### config.mk
export PLATFORM = sky130hd
export DESIGN_NAME = snoop_coherence_ctrl
export DESIGN_NICKNAME = d
export VERILOG_FILES = /design/src/rtl/coh_pkg.sv /design/src/rtl/coh_dpath.sv /design/src/rtl/coh_ctrl.sv /design/src/rtl/snoop_coherence_ctrl.sv
export SDC_FILE = /design/constraint.sdc
export NUM_CORES = 1
export LEC_CHECK = 0
export CELL_PAD_IN_SITES_DETAIL_PLACEMENT = 1
export CELL_PAD_IN_SITES_GLOBAL_PLACEMENT = 1
export CORE_MARGIN = 5
export CORE_UTILIZATION = 45
export CTS_CLUSTER_DIAMETER = 40
export CTS_CLUSTER_SIZE = 24
export DETAILED_ROUTE_END_ITERATION = 8
export DONT_BUFFER_PORTS = 1
export PLACE_DENSITY_LB_ADDON = 0.1
export SLEW_MARGIN = 20
export SYNTH_ARGS = -nofsm -noshare
export SYNTH_HDL_FRONTEND = slang
export SYNTH_SLANG_ARGS = --single-unit
### constraint.sdc
create_clock -name clk -period 4.8 [get_ports clk]
set_clock_uncertainty 0.15 [all_clocks]
set_input_delay 0.96 -clock clk [delete_from_list [all_inputs] [get_ports clk]]
set_output_delay 0.96 -clock clk [all_outputs]
set_load 0.02 [all_outputs]
### src/rtl/coh_pkg.sv
package coh_pkg;
  timeunit 1ns; timeprecision 100ps;

  typedef enum logic [1:0] {
    LINE_INV = 2'b00,
    LINE_SHR = 2'b01,
    LINE_MOD = 2'b10
  } lineState_t;

  typedef enum logic [1:0] {
    BUS_WB  = 2'b00,
    BUS_RD  = 2'b01,
    BUS_RDX = 2'b10,
    BUS_UPG = 2'b11
  } busCmd_t;

  typedef enum logic [1:0] {
    CTL_IDLE,
    CTL_WBACK,
    CTL_FETCH,
    CTL_UPGR
  } ctlState_t;

  // strobes from control to datapath
  typedef struct packed {
    logic       lineWr;      // write state+tag of the processor-indexed slot
    lineState_t lineNext;
    logic       dataWr;      // write data of the processor-indexed slot
    logic       dataFromBus; // 1: fill from bus, 0: processor write data
    logic       snpWr;       // write state of the snoop-indexed slot
    lineState_t snpNext;
  } dpStrobe_t;
endpackage

### src/rtl/coh_dpath.sv
module coh_dpath
  import coh_pkg::*;
#(
  parameter int ADDR_W = 8,
  parameter int DATA_W = 16,
  parameter int LINES  = 4
) (
  input  logic              clk,
  input  logic              rst,
  input  dpStrobe_t         strb,
  input  logic [ADDR_W-1:0] cpuAddr,
  input  logic [DATA_W-1:0] cpuWdata,
  input  logic [DATA_W-1:0] busRdata,
  input  logic [ADDR_W-1:0] snpAddr,
  output lineState_t        cpuState,
  output lineState_t        victimState,
  output lineState_t        snpState,
  output logic [ADDR_W-1:0] victimAddr,
  output logic [DATA_W-1:0] lineData,
  output logic [DATA_W-1:0] snpLineData
);
  timeunit 1ns; timeprecision 100ps;

  localparam int IDX_W = $clog2(LINES);
  localparam int TAG_W = ADDR_W - IDX_W;

  lineState_t        stArr  [LINES];
  logic [TAG_W-1:0]  tagArr [LINES];
  logic [DATA_W-1:0] datArr [LINES];

  logic [IDX_W-1:0] cpuIdx, snpIdx;
  logic [TAG_W-1:0] cpuTag, snpTag;

  assign cpuIdx = cpuAddr[IDX_W-1:0];
  assign cpuTag = cpuAddr[ADDR_W-1:IDX_W];
  assign snpIdx = snpAddr[IDX_W-1:0];
  assign snpTag = snpAddr[ADDR_W-1:IDX_W];

  // state array: processor-side write wins (control never issues both to one slot)
  always_ff @(posedge clk) begin
    if (rst) begin
      for (int i = 0; i < LINES; i++) stArr[i] <= LINE_INV;
    end else begin
      for (int i = 0; i < LINES; i++) begin
        if (strb.lineWr && cpuIdx == IDX_W'(i))
          stArr[i] <= strb.lineNext;
        else if (strb.snpWr && snpIdx == IDX_W'(i))
          stArr[i] <= strb.snpNext;
      end
    end
  end

  always_ff @(posedge clk) begin
    for (int i = 0; i < LINES; i++) begin
      if (strb.lineWr && cpuIdx == IDX_W'(i))
        tagArr[i] <= cpuTag;
      if (strb.dataWr && cpuIdx == IDX_W'(i))
        datArr[i] <= strb.dataFromBus ? busRdata : cpuWdata;
    end
  end

  always_comb begin
    victimState = stArr[cpuIdx];
    victimAddr  = {tagArr[cpuIdx], cpuIdx};
    lineData    = datArr[cpuIdx];
    cpuState    = (stArr[cpuIdx] != LINE_INV && tagArr[cpuIdx] == cpuTag)
                  ? stArr[cpuIdx] : LINE_INV;
    snpState    = (stArr[snpIdx] != LINE_INV && tagArr[snpIdx] == snpTag)
                  ? stArr[snpIdx] : LINE_INV;
    snpLineData = datArr[snpIdx];
  end
endmodule

### src/rtl/coh_ctrl.sv
module coh_ctrl
  import coh_pkg::*;
(
  input  logic       clk,
  input  logic       rst,
  input  logic       cpuReq,
  input  logic       cpuWe,
  input  logic       busAck,
  input  logic       snpValid,
  input  busCmd_t    snpCmd,
  input  lineState_t cpuState,
  input  lineState_t victimState,
  input  lineState_t snpState,
  output dpStrobe_t  strb,
  output logic       cpuReady,
  output logic       busReq,
  output busCmd_t    busCmd,
  output logic       busUseVictim,
  output logic       snpAbort
);
  timeunit 1ns; timeprecision 100ps;

  ctlState_t cur, nxt;

  always_ff @(posedge clk) begin
    if (rst) cur <= CTL_IDLE;
    else     cur <= nxt;
  end

  always_comb begin
    strb         = '0;
    cpuReady     = 1'b0;
    busReq       = 1'b0;
    busCmd       = BUS_RD;
    busUseVictim = 1'b0;
    snpAbort     = 1'b0;
    nxt          = cur;

    // snoop response: same cycle
    if (snpValid) begin
      case (snpCmd)
        BUS_RD: if (snpState == LINE_MOD) begin
          snpAbort     = 1'b1;
          strb.snpWr   = 1'b1;
          strb.snpNext = LINE_SHR;
        end
        BUS_RDX, BUS_UPG: if (snpState != LINE_INV) begin
          snpAbort     = (snpCmd == BUS_RDX) && (snpState == LINE_MOD);
          strb.snpWr   = 1'b1;
          strb.snpNext = LINE_INV;
        end
        default: ;
      endcase
    end

    // local side: held off while a snoop is present
    case (cur)
      CTL_IDLE: if (cpuReq && !snpValid) begin
        if (cpuState == LINE_MOD || (cpuState == LINE_SHR && !cpuWe)) begin
          cpuReady         = 1'b1;
          strb.dataWr      = cpuWe;
          strb.dataFromBus = 1'b0;
        end else if (cpuState == LINE_SHR) begin
          nxt = CTL_UPGR;
        end else if (victimState == LINE_MOD) begin
          nxt = CTL_WBACK;
        end else begin
          nxt = CTL_FETCH;
        end
      end
      CTL_WBACK: begin
        busCmd       = BUS_WB;
        busUseVictim = 1'b1;
        if (victimState != LINE_MOD) begin
          if (!snpValid) nxt = CTL_FETCH;
        end else begin
          busReq = 1'b1;
          if (busAck && !snpValid) begin
            strb.lineWr   = 1'b1;
            strb.lineNext = LINE_INV;
            nxt           = CTL_FETCH;
          end
        end
      end
      CTL_FETCH: begin
        busReq = 1'b1;
        busCmd = cpuWe ? BUS_RDX : BUS_RD;
        if (busAck && !snpValid) begin
          strb.lineWr      = 1'b1;
          strb.lineNext    = cpuWe ? LINE_MOD : LINE_SHR;
          strb.dataWr      = 1'b1;
          strb.dataFromBus = 1'b1;
          nxt              = CTL_IDLE;
        end
      end
      CTL_UPGR: begin
        busCmd = BUS_UPG;
        if (cpuState != LINE_SHR) begin
          if (!snpValid) nxt = CTL_FETCH;
        end else begin
          busReq = 1'b1;
          if (busAck && !snpValid) begin
            strb.lineWr   = 1'b1;
            strb.lineNext = LINE_MOD;
            nxt           = CTL_IDLE;
          end
        end
      end
      default: nxt = CTL_IDLE;
    endcase
  end
endmodule

### src/rtl/snoop_coherence_ctrl.sv
module snoop_coherence_ctrl
  import coh_pkg::*;
#(
  parameter int ADDR_W = 8,
  parameter int DATA_W = 16,
  parameter int LINES  = 4
) (
  input  logic              clk,
  input  logic              rst,
  input  logic              cpuReq,
  input  logic              cpuWe,
  input  logic [ADDR_W-1:0] cpuAddr,
  input  logic [DATA_W-1:0] cpuWdata,
  output logic              cpuReady,
  output logic [DATA_W-1:0] cpuRdata,
  output logic              busReq,
  output logic [1:0]        busCmd,
  output logic [ADDR_W-1:0] busAddr,
  output logic [DATA_W-1:0] busWdata,
  input  logic              busAck,
  input  logic [DATA_W-1:0] busRdata,
  input  logic              snpValid,
  input  logic [1:0]        snpCmd,
  input  logic [ADDR_W-1:0] snpAddr,
  output logic              snpAbort,
  output logic [DATA_W-1:0] snpData
);
  timeunit 1ns; timeprecision 100ps;

  dpStrobe_t         strb;
  lineState_t        cpuState, victimState, snpState;
  logic [ADDR_W-1:0] victimAddr;
  logic [DATA_W-1:0] lineData, snpLineData;
  busCmd_t           busCmdE;
  logic              busUseVictim;

  coh_ctrl i_ctrl (
    .clk         (clk),
    .rst         (rst),
    .cpuReq      (cpuReq),
    .cpuWe       (cpuWe),
    .busAck      (busAck),
    .snpValid    (snpValid),
    .snpCmd      (busCmd_t'(snpCmd)),
    .cpuState    (cpuState),
    .victimState (victimState),
    .snpState    (snpState),
    .strb        (strb),
    .cpuReady    (cpuReady),
    .busReq      (busReq),
    .busCmd      (busCmdE),
    .busUseVictim(busUseVictim),
    .snpAbort    (snpAbort)
  );

  coh_dpath #(.ADDR_W(ADDR_W), .DATA_W(DATA_W), .LINES(LINES)) i_dpath (
    .clk        (clk),
    .rst        (rst),
    .strb       (strb),
    .cpuAddr    (cpuAddr),
    .cpuWdata   (cpuWdata),
    .busRdata   (busRdata),
    .snpAddr    (snpAddr),
    .cpuState   (cpuState),
    .victimState(victimState),
    .snpState   (snpState),
    .victimAddr (victimAddr),
    .lineData   (lineData),
    .snpLineData(snpLineData)
  );

  assign busCmd   = busCmdE;
  assign busAddr  = busUseVictim ? victimAddr : cpuAddr;
  assign busWdata = lineData;
  assign cpuRdata = lineData;
  assign snpData  = snpAbort ? snpLineData : '0;
endmodule

After elaboration in Yosys (flattened, before gate mapping) --
Memories as Yosys holds them, arrays and structs flattened. Cells that the tools add are included.
Storage, ports and cells: register bits after elaboration 2, bits in latches 0, bits in writable memories 96, ROM bits 0, bits of input ports 56, output and inout bits 61, logic and storage cells 179, memories kept 3
Memory list:
- i_dpath.datArr | depth 4, bits a word 16, rd ports 2, clocked after Yosys merged registers in 0, wr ports 1, RTL line coh_dpath.sv:29 | logic [DATA_W-1:0] datArr [LINES];
- i_dpath.tagArr | depth 4, bits a word 6, rd ports 2, clocked after Yosys merged registers in 0, wr ports 1, RTL line coh_dpath.sv:28 | logic [TAG_W-1:0] tagArr [LINES];
- i_dpath.stArr | depth 4, bits a word 2, rd ports 2, clocked after Yosys merged registers in 0, wr ports 4, RTL line coh_dpath.sv:27 | lineState_t stArr [LINES];
Cells by class: add/subtract/negate cells 0, $mul 0, divide/modulo/power cells 0, $lt $le $gt $ge 0, eq/ne operators 23, shifts and indexed selects 0, multiplexer cells 109, bitwise logic cells 8, reduce and logical (&&, ||, !) cells 35
Operators with widths (count):
- $mux 16 | 5
- $mux 1 | 57
- $mux 2 | 28
- $reduce_or 16->1 | 3
- $eq 2x2->1 const B | 11
- $mux 3 | 7
- $logic_and 1x1->1 | 18
- $mux 6 | 3
- $reduce_or 6->1 | 3
- $eq 6x6->1 | 2
- $eq 2x1->1 const B | 5
- $pmux 3 s3 | 1
- $mux 8 | 1
- $or 1x1->1 | 8
- $pmux 2 s4 | 1
- $logic_not 2->1 | 3
- $pmux 2 s3 | 1
- $pmux 3 s2 | 1
- $reduce_bool 2->1 | 3
- $mux 5 | 1
- $ne 2x1->1 const B | 2
- $ne 2x2->1 const B | 2
- $pmux 2 s2 | 1
- $ne 3x1->1 const B | 1
- 6 further kinds | 7

Depth between registers and ports, before layout --
Gate-level depths: netlist of run 1. An unclocked memory read counts as a cell.
depth in word-level cells 17, gate-level depth with buffers 8, depth with buffers taken out 6

Modules after synthesis --
A second synthesis of run 1 with hierarchy kept.
Second synthesis, totals: cells, all modules 346, area, all modules 5429.0 sq um
By module, submodules not included:
- coh_dpath | times used 1, cells an instance 253, area an instance 4719.5 sq um, sequential area each 2882.8 sq um
- snoop_coherence_ctrl | times used 1, cells an instance 42, area an instance 356.6 sq um, sequential area each 0.0 sq um
- coh_ctrl | times used 1, cells an instance 51, area an instance 352.8 sq um, sequential area each 40.0 sq um

Least setup slack after synthesis of run 1 --
Ideal clock, no wire load.
path kind input-to-output, start in snpAddr[0], end out snpData[10], arrival 2.890 ns, data required time 3.690 ns, path slack 0.800 ns, stages on the path 8, cell sequence buf_4 mux4_2 xor2_1 nor4_2 nand4_1 nand3b_4 buf_2 nor2b_1
Between the ends: word-level cells in the longest chain between the ends 10, elaborated cells between the ends (all ways) 15, classes of those cells 2 x eq/ne; 6 x mux; 4 x reduce/logical; 3 x memory
Ends and longest elaborated chain:
- start, declared | RTL line snoop_coherence_ctrl.sv:24 | input logic [ADDR_W-1:0] snpAddr,
- $mem_v2 4x6 / $mem_v2 4x2 (equally long branches)
- $eq 6x6->1 / $reduce_bool 2->1 (equally long branches) | RTL line coh_dpath.sv:68 | snpState = (stArr[snpIdx] != LINE_INV && tagArr[snpIdx] == snpTag)
- $logic_and 1x1->1 | RTL line coh_dpath.sv:68
- $mux 2 | RTL line coh_dpath.sv:69 | ? stArr[snpIdx] : LINE_INV;
- $eq 2x2->1 | RTL line coh_ctrl.sv:42, coh_ctrl.sv:48
- $logic_and 1x1->1 | RTL line coh_ctrl.sv:48 | snpAbort = (snpCmd == BUS_RDX) && (snpState == LINE_MOD);
- $mux 1 | RTL line coh_ctrl.sv:47 | BUS_RDX, BUS_UPG: if (snpState != LINE_INV) begin
- $pmux 1 s2 | RTL line coh_ctrl.sv:41 | case (snpCmd)
- $mux 1 | RTL line coh_ctrl.sv:40 | if (snpValid) begin
- $mux 16 * | RTL line snoop_coherence_ctrl.sv:76 | assign snpData = snpAbort ? snpLineData : '0;
- end, declared | RTL line snoop_coherence_ctrl.sv:26 | output logic [DATA_W-1:0] snpData
Mark *: on every way between the ends. The rest lies on a longest branch, timed or not.

Worst setup path in the final report of run 1 --
start in snpAddr[0], end out snpData[8]
Same word-level chain as after synthesis.

==> out/metrics.csv, run 1 <==
metric,value,unit
status,"finished, final reports clean",
clkSinkCount,98,
dp_hpwl,8094,um
synth_area,5255,sq um
fin_crit,4.037,ns
powerDensity,341.7,nW/um^2
hold_path_class,reg2reg,
die_w,118.1,um
fp.coreArea,11420,sq um
post-cts-setup-buffers,0,
wl,11970,um
async_flop_share,0,
hold_viol,0,
syn_to_final_growth,7.190,%
cp_max_fo,29,
synth-main-ff-cell,edfxtp_1,
final_cell_mix,"96 x edfxtp_1, 48 x mux4_2, 24 x nor2b_1",
antenna_found_initial,0,
slew_headroom,0.6292,
dieArea,13940,sq um
rows,39,
track_usage,0.1765,
ys_seq_elements,98,
regArea,2923,sq um
slew_violations,0,
start_util,0.4602,
critPathKind,in2out,
drive_gt1_frac,0.3574,
grt_pass1_wl,18720,um
cts_tree,done,
cts_max_path_buffers,2,
port_buffers,0,
detail-route-antenna-nets,0,
yosys_warnings,0,
stdcell_area,5633,sq um
start_kind,input pin,
rsz0062_at_grt,false,
wl_per_cell,26.71,um
antennaDiodeCount,0,
drtPass1Iterations,4,
via_count,2777,
seq_area_frac_synth,0.5562,
leakage,1.768,nW
viasPerCell,6.199,
cts_buffers,9,
fin_crit_sh,0.8411,
worstPathArrival,2.93,ns
synth_cells,316,
setup_violations,0,
grt_overflow_total,0,
fillers,1068,
grt_pass1_vias,3162,
holdBufCountCts,0,
die_h,118.1,um
post_cts_resized,0,
drc,0,
synth_fp_nets,372,
worstMarginPinSlew,0.5549,ns
max_freq,247.7,MHz
critPathRequiredTime,3.69,ns
clkLatencyLatePin,0.34,ns
maxCapViolCount,0,
finalSetupTns,0,ns
multi_input_area,2113,sq um
grt_max_degree,32,
ys_types,46,
clk_pin_slew,0.07,ns
htree_levels,3,
pin_count,117,
drt_iter0_drc,95,
synth-edff-count,96,
layout_commonest_cell,edfxtp_1,
cts-root-buf,clkbuf_16,
nNetsFinal,356,
place_area,5301,sq um
peakVddDrop,0.1566,mV
crit_path_end_kind,primary output,
place.gp.congestion,0.7319,
avgSynthCellArea,16.63,sq um
-- critical path, cell delays in order --
cell	delay (ns)
mux4_2	0.48
xor2_1	0.18
nor4_2	0.29
nand4_1	0.19
nand3b_4	0.37
nor2b_1	0.45
-- cell families (layout without fill, tap and decap cells) --
group | Yosys count | in the layout | share of synthesized area
buffers and inverters | 42 | 31 | 0.04548
AOI/OAI and AO/OA | 25 | 25 | 0.03905
xor gates and xnor gates | 13 | 13 | 0.02167
DFF | 98 | 98 | 0.5562
muxes | 70 | 70 | 0.2529
and+or+nand+nor | 68 | 68 | 0.08476
-- power by group --
group | switching [W] | internal (W)
Clock | 0.000332 | 0.000467
Sequential | 0.00000559 | 0.000951
Combinational | 0.0000924 | 0.0000768
-- routing by layer --
metal,GRT usage,up-vias,wire length [um]
met5,0,-,0
met4,0.05806,0,175
met3,0.04037,12,602
met2,0.3108,78,6521
met1,0.2130,1464,4665
li1,-,1223,-
-- final cells by class --
cell class / count / area share
flip-flops and latches: 98 / 0.5189
multi-input cells: 176 / 0.3752
clock buffers: 9 / 0.03998
well taps: 143 / 0.03176
clock inverters: 7 / 0.01888
repair buffers: 8 / 0.01066
inverters: 7 / 0.004665
-- per-stage QoR --
stage	total power (W)	hold slack, ns	util	cells	setup slack, ns
final	0.001925	0.5065	0.4933	448	0.7625
after global routing	0.001991	0.5439	0.4933	448	0.6045
after CTS	0.001942	0.5127	0.4933	448	0.7135
after detailed placement	0.001148	0.4977	0.4643	432	0.7222
after global placement	0.001144	0.4836	0.4643	432	0.7680
after floorplan	0.001149	0.4787	-	316	0.7999
-- Yosys cell counts (2+ instances only) --
master,instances,area [sq um]
nor2_1,11,41.29
xnor2_1,9,78.83
buf_1,4,15.01
nand2b_1,5,31.28
o21ai_0,3,15.01
nor3_2,4,40.04
xor2_1,4,35.03
mux4_2,48,1081
nor4_2,2,25.02
nor2b_1,24,150.1
buf_2,2,10.01
edfxtp_1,96,2883
nor3b_1,2,15.01
mux2_2,22,247.7
and3_1,2,12.51
a211o_1,4,35.03
dfxtp_1,2,40.04
a32o_1,3,30.03
buf_4,19,142.6
a21oi_1,3,15.01
nand2_1,8,30.03
inv_1,7,26.28
clkbuf_1,9,33.78
-- final timing paths --
kind                   startpoint                     to  slack (ns)  cells past startpoint
max                    snpAddr[0]             snpData[8]        0.76                      6
min                 i_ctrl.cur[0]          i_ctrl.cur[1]        0.51                      2
max reg2reg  i_dpath.tagArr[3][0]  i_dpath.datArr[0][13]        1.72                      7
min reg2reg         i_ctrl.cur[0]          i_ctrl.cur[1]        0.51                      2
-- registers in the layout, indices dropped and copies added, names as in the netlist --
register,cells
i_dpath.stArr,8
i_ctrl.cur,2
i_dpath.datArr,64
i_dpath.tagArr,24
(Power assumes the default switching activity.)
==> inputs of run 2 (changes only) <==
==> constraint.sdc (replaced) <==
create_clock -name clk -period 3.2 [get_ports clk]
set_clock_uncertainty 0.15 [all_clocks]
set_input_delay 0.64 -clock clk [delete_from_list [all_inputs] [get_ports clk]]
set_output_delay 0.64 -clock clk [all_outputs]
set_load 0.02 [all_outputs]
==> run 2 against run 1 <==
The flow now finishes with violations (negative setup slack). Core utilization grew 3.7 points. Combinational power grew 67%. Die area is the same. Via count grew 2.0%. Clock-buffer cell count is the same. Sequential share of layout area shrank 3.6 points. Largest cell class unchanged.
==> out/metrics.csv, run 2 (synthesized netlist as in run 1, its figures left out) <==
metric,value,unit,change
status,"complete, but fails checks",,
violations,negative setup slack,,
peakVddDrop,0.2892,mV,+85%
critPathKind,reg2out,,
clkSinkCount,98,,unchanged
drc,0,,unchanged
die_w,118.1,um,unchanged
pin_count,117,,unchanged
clk_pin_slew,0.07,ns,about the same
post-cts-setup-buffers,0,,unchanged
clkLatencyLatePin,0.34,ns,about the same
track_usage,0.1740,,-0.002434
syn_to_final_growth,15.17,%,
cts_tree,done,,
worst_slack,-0.06967,ns,-0.8322 ns
fp.coreArea,11420,sq um,unchanged
htree_levels,3,,unchanged
slew_violations,0,,unchanged
hold_viol,0,,unchanged
drt_iter0_drc,99,,+4.2%
wl,11630,um,-2.8%
viasPerCell,5.962,,-3.8%
cts-root-buf,clkbuf_16,,
wl_per_cell,24.48,um,-8.4%
layout_commonest_cell,edfxtp_1,,
path_cells,mux4_2 -> xor2_1 -> nor4_2 -> nand4_1 -> nand3b_4 -> buf_6 -> nor2b_2 -> buf_4,,
fin_cells,475,,+6.0%
hold_start,rst,,
die_h,118.1,um,unchanged
setup_violations,13,,+13
grt_max_degree,32,,unchanged
cts_max_path_buffers,2,,unchanged
holdBufCountCts,0,,unchanged
regMostFlops,i_dpath.datArr,,
worstMarginPinSlew,0.7141,ns,+0.1592 ns
worstPathArrival,2.48,ns,-0.45 ns
finalSetupTns,-0.6862,ns,-0.6862 ns
antennaDiodeCount,0,,unchanged
cp_max_fo,6,,-79%
port_buffers,0,,unchanged
dieArea,13940,sq um,unchanged
drtPass1Iterations,4,,unchanged
fillers,1062,,-0.56%
start_kind,flip-flop,,
maxCapViolCount,0,,unchanged
place_inst,459,,+6.3%
fin_util,0.5300,,+0.03671
whs,0.2441,ns,-0.2624 ns
leakage,1.994,nW,+13%
powerDensity,461.8,nW/um^2,+35%
grt_pass1_vias,3261,,+3.1%
stdcell_area,6052,sq um,+7.4%
rows,39,,unchanged
dp_hpwl,8215,um,+1.5%
largestRegisters,"i_dpath.datArr (64), i_dpath.tagArr (24), i_dpath.stArr (8)",,
multi_input_area,2285,sq um,+8.1%
grt_pass1_wl,18730,um,about the same
via_count,2832,,+2.0%
antenna_found_initial,0,,unchanged
rsz0062_at_grt,true,,
regArea,2923,sq um,unchanged
hold_path_class,in2reg,,
critPathRequiredTime,2.41,ns,-1.28 ns
max_freq,305.8,MHz,
setup.worst_path.start,i_dpath.tagArr[3][0],,
nNetsFinal,383,,+7.6%
worstReg2RegStart,i_dpath.tagArr[0][4],,
largest_reg_flops,64,,unchanged
start_util,0.4602,,unchanged
fin_crit,3.270,ns,
cpPeakStageDelay,0.48,ns,about the same
fin_crit_sh,1.022,,
detail-route-antenna-nets,0,,unchanged
cts_buffers,9,,unchanged
place.gp.congestion,0.8273,,+13%
place_area,5674,sq um,+7.0%
drive_gt1_frac,0.4759,,+0.1185
final_cell_mix,"96 x edfxtp_1, 48 x mux4_2, 27 x buf_4",,
slew_headroom,0.5229,,-0.1064
cp_slowest_cell,mux4_2,,
crit_path_end_kind,primary output,,
grt_overflow_total,0,,unchanged
run 2: final cells by class:
type                            count  area share
Inverter                            7    0.004342
Sequential cell                    98      0.4829
Timing Repair Buffer               35     0.05561
Tap cell                          143     0.02956
Clock inverter                      7     0.01282
Multi-Input combinational cell    176      0.3775
Clock buffer                        9     0.03721
run 2: path summary, 6_finish.rpt:
| check | to | depth (start not counted) | slack, ns |
|---|---|---|---|
| worst min-delay path | i_ctrl.cur[0] | 1 | 0.24 |
| worst max-delay path | snpData[2] | 8 | -0.07 |
| worst max register to register | i_dpath.datArr[0][9] | 8 | 0.42 |
| worst min register to register | i_ctrl.cur[1] | 2 | 0.51 |
run 2: power by group:
group / leakage, nW / switching (W) / total, W / internal, W
sequential: 0.891 / 0.00000897 / 0.00144 / 0.00143
combinational: 0.956 / 0.000144 / 0.000282 / 0.000138
clock: 0.148 / 0.000466 / 0.00108 / 0.000611
run 2: what timing repair did:
action | 4_1_cts | 5_1_grt
resized for setup | 7 | 6
pin swaps | 3 | 2
endpoints found under the setup margin | 19 | 19
run 2: critical path: cells and delay by family (launching register included):
kind / cells / cell delay [ns]
multiplexers: 1 / 0.48
AND/OR/NAND/NOR: 4 / 0.79
flip-flops: 1 / 0.38
buffers and inverters: 2 / 0.32
XOR/XNOR: 1 / 0.17
run 2: stage by stage:
stage	worst slack, ns	power, W
floorplan	-0.07537	0.001736
global placement	0.01708	0.001737
detailed placement	-0.06483	0.001740
CTS	-0.1098	0.002819
global route	-0.1970	0.002910
finish	-0.06967	0.002795
run 2: per-layer routing:
layer  track usage  routed length, um  share of wire
met5             0                  0              0
met4       0.05591                139          0.012
met3       0.04181                622          0.054
met2        0.2940               6115           0.53
met1        0.2208               4749           0.41
==> inputs of run 3 (changes only) <==
--- a/config.mk
+++ b/config.mk
@@ -8,7 +8,7 @@
 export CELL_PAD_IN_SITES_DETAIL_PLACEMENT = 1
 export CELL_PAD_IN_SITES_GLOBAL_PLACEMENT = 1
 export CORE_MARGIN = 5
-export CORE_UTILIZATION = 45
+export CORE_UTILIZATION = 48
 export CTS_CLUSTER_DIAMETER = 40
 export CTS_CLUSTER_SIZE = 24
 export DETAILED_ROUTE_END_ITERATION = 8
==> run 3 against run 2 <==
The run still ends with negative setup slack left. Critical path type unchanged. Non-clock buffer count rose by 1. Clock power fell by 17%. Setup slack got worse by 0.077 ns. Fmax fell by 2.3%. Register-to-register slack got worse by 0.15 ns. Final cell count fell by 0.42%. Largest power group unchanged. Power fell by 6.6%. Die area fell by 5.7%. Highest routed layer unchanged. Sequential share of layout area rose by 0.70 points. First-iteration DRC count rose by 23%. Routed wire length rose by 1.2%. Sequential power barely moved.
==> out/metrics.csv, run 3 (synthesized netlist as in run 1, its figures left out) <==
metric,value,unit,change
dieArea,13140,sq um,-5.7%
powerDensity,437.4,nW/um^2,-5.3%
worstPathArrival,2.56,ns,+0.08 ns
clk_pin_slew,0.10,ns,+0.03 ns
viasPerCell,6.121,,+2.7%
die_w,114.6,um,-2.9%
slew_headroom,0.6498,,+0.1269
grt_overflow_total,0,,unchanged
report.power.total,0.002609,W,-6.6%
worstMarginPinSlew,0.5242,ns,-0.1899 ns
syn_to_final_growth,13.52,%,
peakVddDrop,0.3000,mV,+3.7%
drive_gt1_frac,0.4775,,+0.001574
wl_per_cell,24.88,um,+1.6%
reg2reg_slack,0.27,ns,-0.15 ns
largestRegisters,"i_dpath.datArr (64), i_dpath.tagArr (24), i_dpath.stArr (8)",,
drc,0,,unchanged
grt_pass1_vias,3252,,-0.28%
fin_crit_sh,1.046,,+0.02409
via_count,2895,,+2.2%
fin_crit,3.347,ns,+0.07710 ns
hold_viol,0,,unchanged
htree_levels,3,,unchanged
hold_path_class,in2reg,,
critPathRequiredTime,2.41,ns,about the same
regMostFlops,i_dpath.datArr,,
clkLatencyLatePin,0.36,ns,+0.02 ns
die_h,114.6,um,-2.9%
antennaDiodeCount,0,,unchanged
drtPass1Iterations,4,,unchanged
holdBufCountCts,0,,unchanged
clkSinkCount,98,,unchanged
cts_tree,done,,
whs,0.2130,ns,-0.03111 ns
fp.coreArea,10790,sq um,-5.5%
crit_path_end_kind,primary output,,
rsz0062_at_grt,true,,
slew_violations,0,,unchanged
place.gp.congestion,0.7970,,-3.7%
track_usage,0.1881,,+0.01406
grt_pass1_wl,18270,um,-2.5%
layout_commonest_cell,edfxtp_1,,
dp_slack,-0.02655,ns,+0.03828 ns
rows,38,,-2.6%
grt_max_degree,32,,unchanged
pin_count,117,,unchanged
wl,11770,um,+1.2%
status,"complete, but fails checks",,
port_buffers,0,,unchanged
maxCapViolCount,0,,unchanged
antenna_found_initial,0,,unchanged
nNetsFinal,384,,+0.26%
critPathKind,reg2out,,
fin_util,0.5527,,+0.02272
dp_hpwl,8263,um,+0.59%
final_cell_mix,"96 x edfxtp_1, 48 x mux4_2, 28 x buf_4",,
setup_violations,17,,+4
cts_max_path_buffers,2,,unchanged
leakage,1.965,nW,-1.5%
cts-root-buf,clkbuf_8,,
cp_max_fo,7,,+1
violations,negative setup slack,,
largest_reg_flops,64,,unchanged
cts_buffers,9,,unchanged
worst_slack,-0.1468,ns,-0.07710 ns
max_freq,298.8,MHz,-2.3%
detail-route-antenna-nets,0,,unchanged
start_util,0.4869,,+0.02668
start_kind,flip-flop,,
drt_iter0_drc,122,,+23%
[run 3: area by class of cell]
type,count,area [sq um]
fill,968,4827
sequential,98,2923
multi-input combinational,176,2275
timing repair buffer,36,344.1
tap,140,175.2
clock buffer,9,123.9
clock inverter,7,98.84
inverter,7,26.28
[run 3: power breakdown]
part | total, W | switching (W) | internal (W)
Combinational | 0.000282 | 0.000147 | 0.000136
Clock | 0.000892 | 0.000445 | 0.000448
Sequential | 0.00143 | 0.00000913 | 0.00143
[run 3: final timing paths]
check / from / to / cells past startpoint
hold / removal: cpuAddr[2] / i_dpath.tagArr[1][0] / 0
setup reg to reg: i_dpath.tagArr[0][0] / i_dpath.stArr[3][1] / 9
hold reg to reg: i_ctrl.cur[0] / i_ctrl.cur[1] / 2
setup / recovery: i_dpath.tagArr[0][0] / snpData[3] / 8
[run 3: what timing repair did]
action,in CTS,in global routing
setup buffers,1,1
endpoints found under the setup margin,19,19
gates resized for setup,5,9
pin swaps,3,5
cloned,0,0
[run 3: metrics by stage]
| stage | instance area (sq um) | setup TNS [ns] | std cells |
|---|---|---|---|
| floorplan | 5404 | -3.501 | 316 |
| global placement | 5663 | 0 | 455 |
| CTS | 5921 | -2.421 | 472 |
| detailed placement | 5663 | -0.2036 | 455 |
| finish | 5966 | -2.128 | 473 |
| global route | 5966 | -4.413 | 473 |
[run 3: critical path, stage by stage, from the launching register on]
cell and delay (ns):
edfxtp_1 0.41, mux4_2 0.48, xor2_1 0.16, nor4_2 0.27, nand4_1 0.21, nand3b_4 0.23, buf_12 0.17, nor2b_1 0.11
buf_4 0.15
[run 3: metal layers]
| layer | share of wire | routed length (um) | global-route usage | up-vias |
|---|---|---|---|---|
| met1 | 0.39 | 4547 | 0.2269 | 1515 |
| li1 | - | - | - | 1275 |
| met3 | 0.054 | 637 | 0.04493 | 13 |
| met4 | 0.015 | 181 | 0.06334 | 0 |
| met2 | 0.54 | 6400 | 0.3306 | 92 |
| met5 | 0 | 0 | 0 | - |
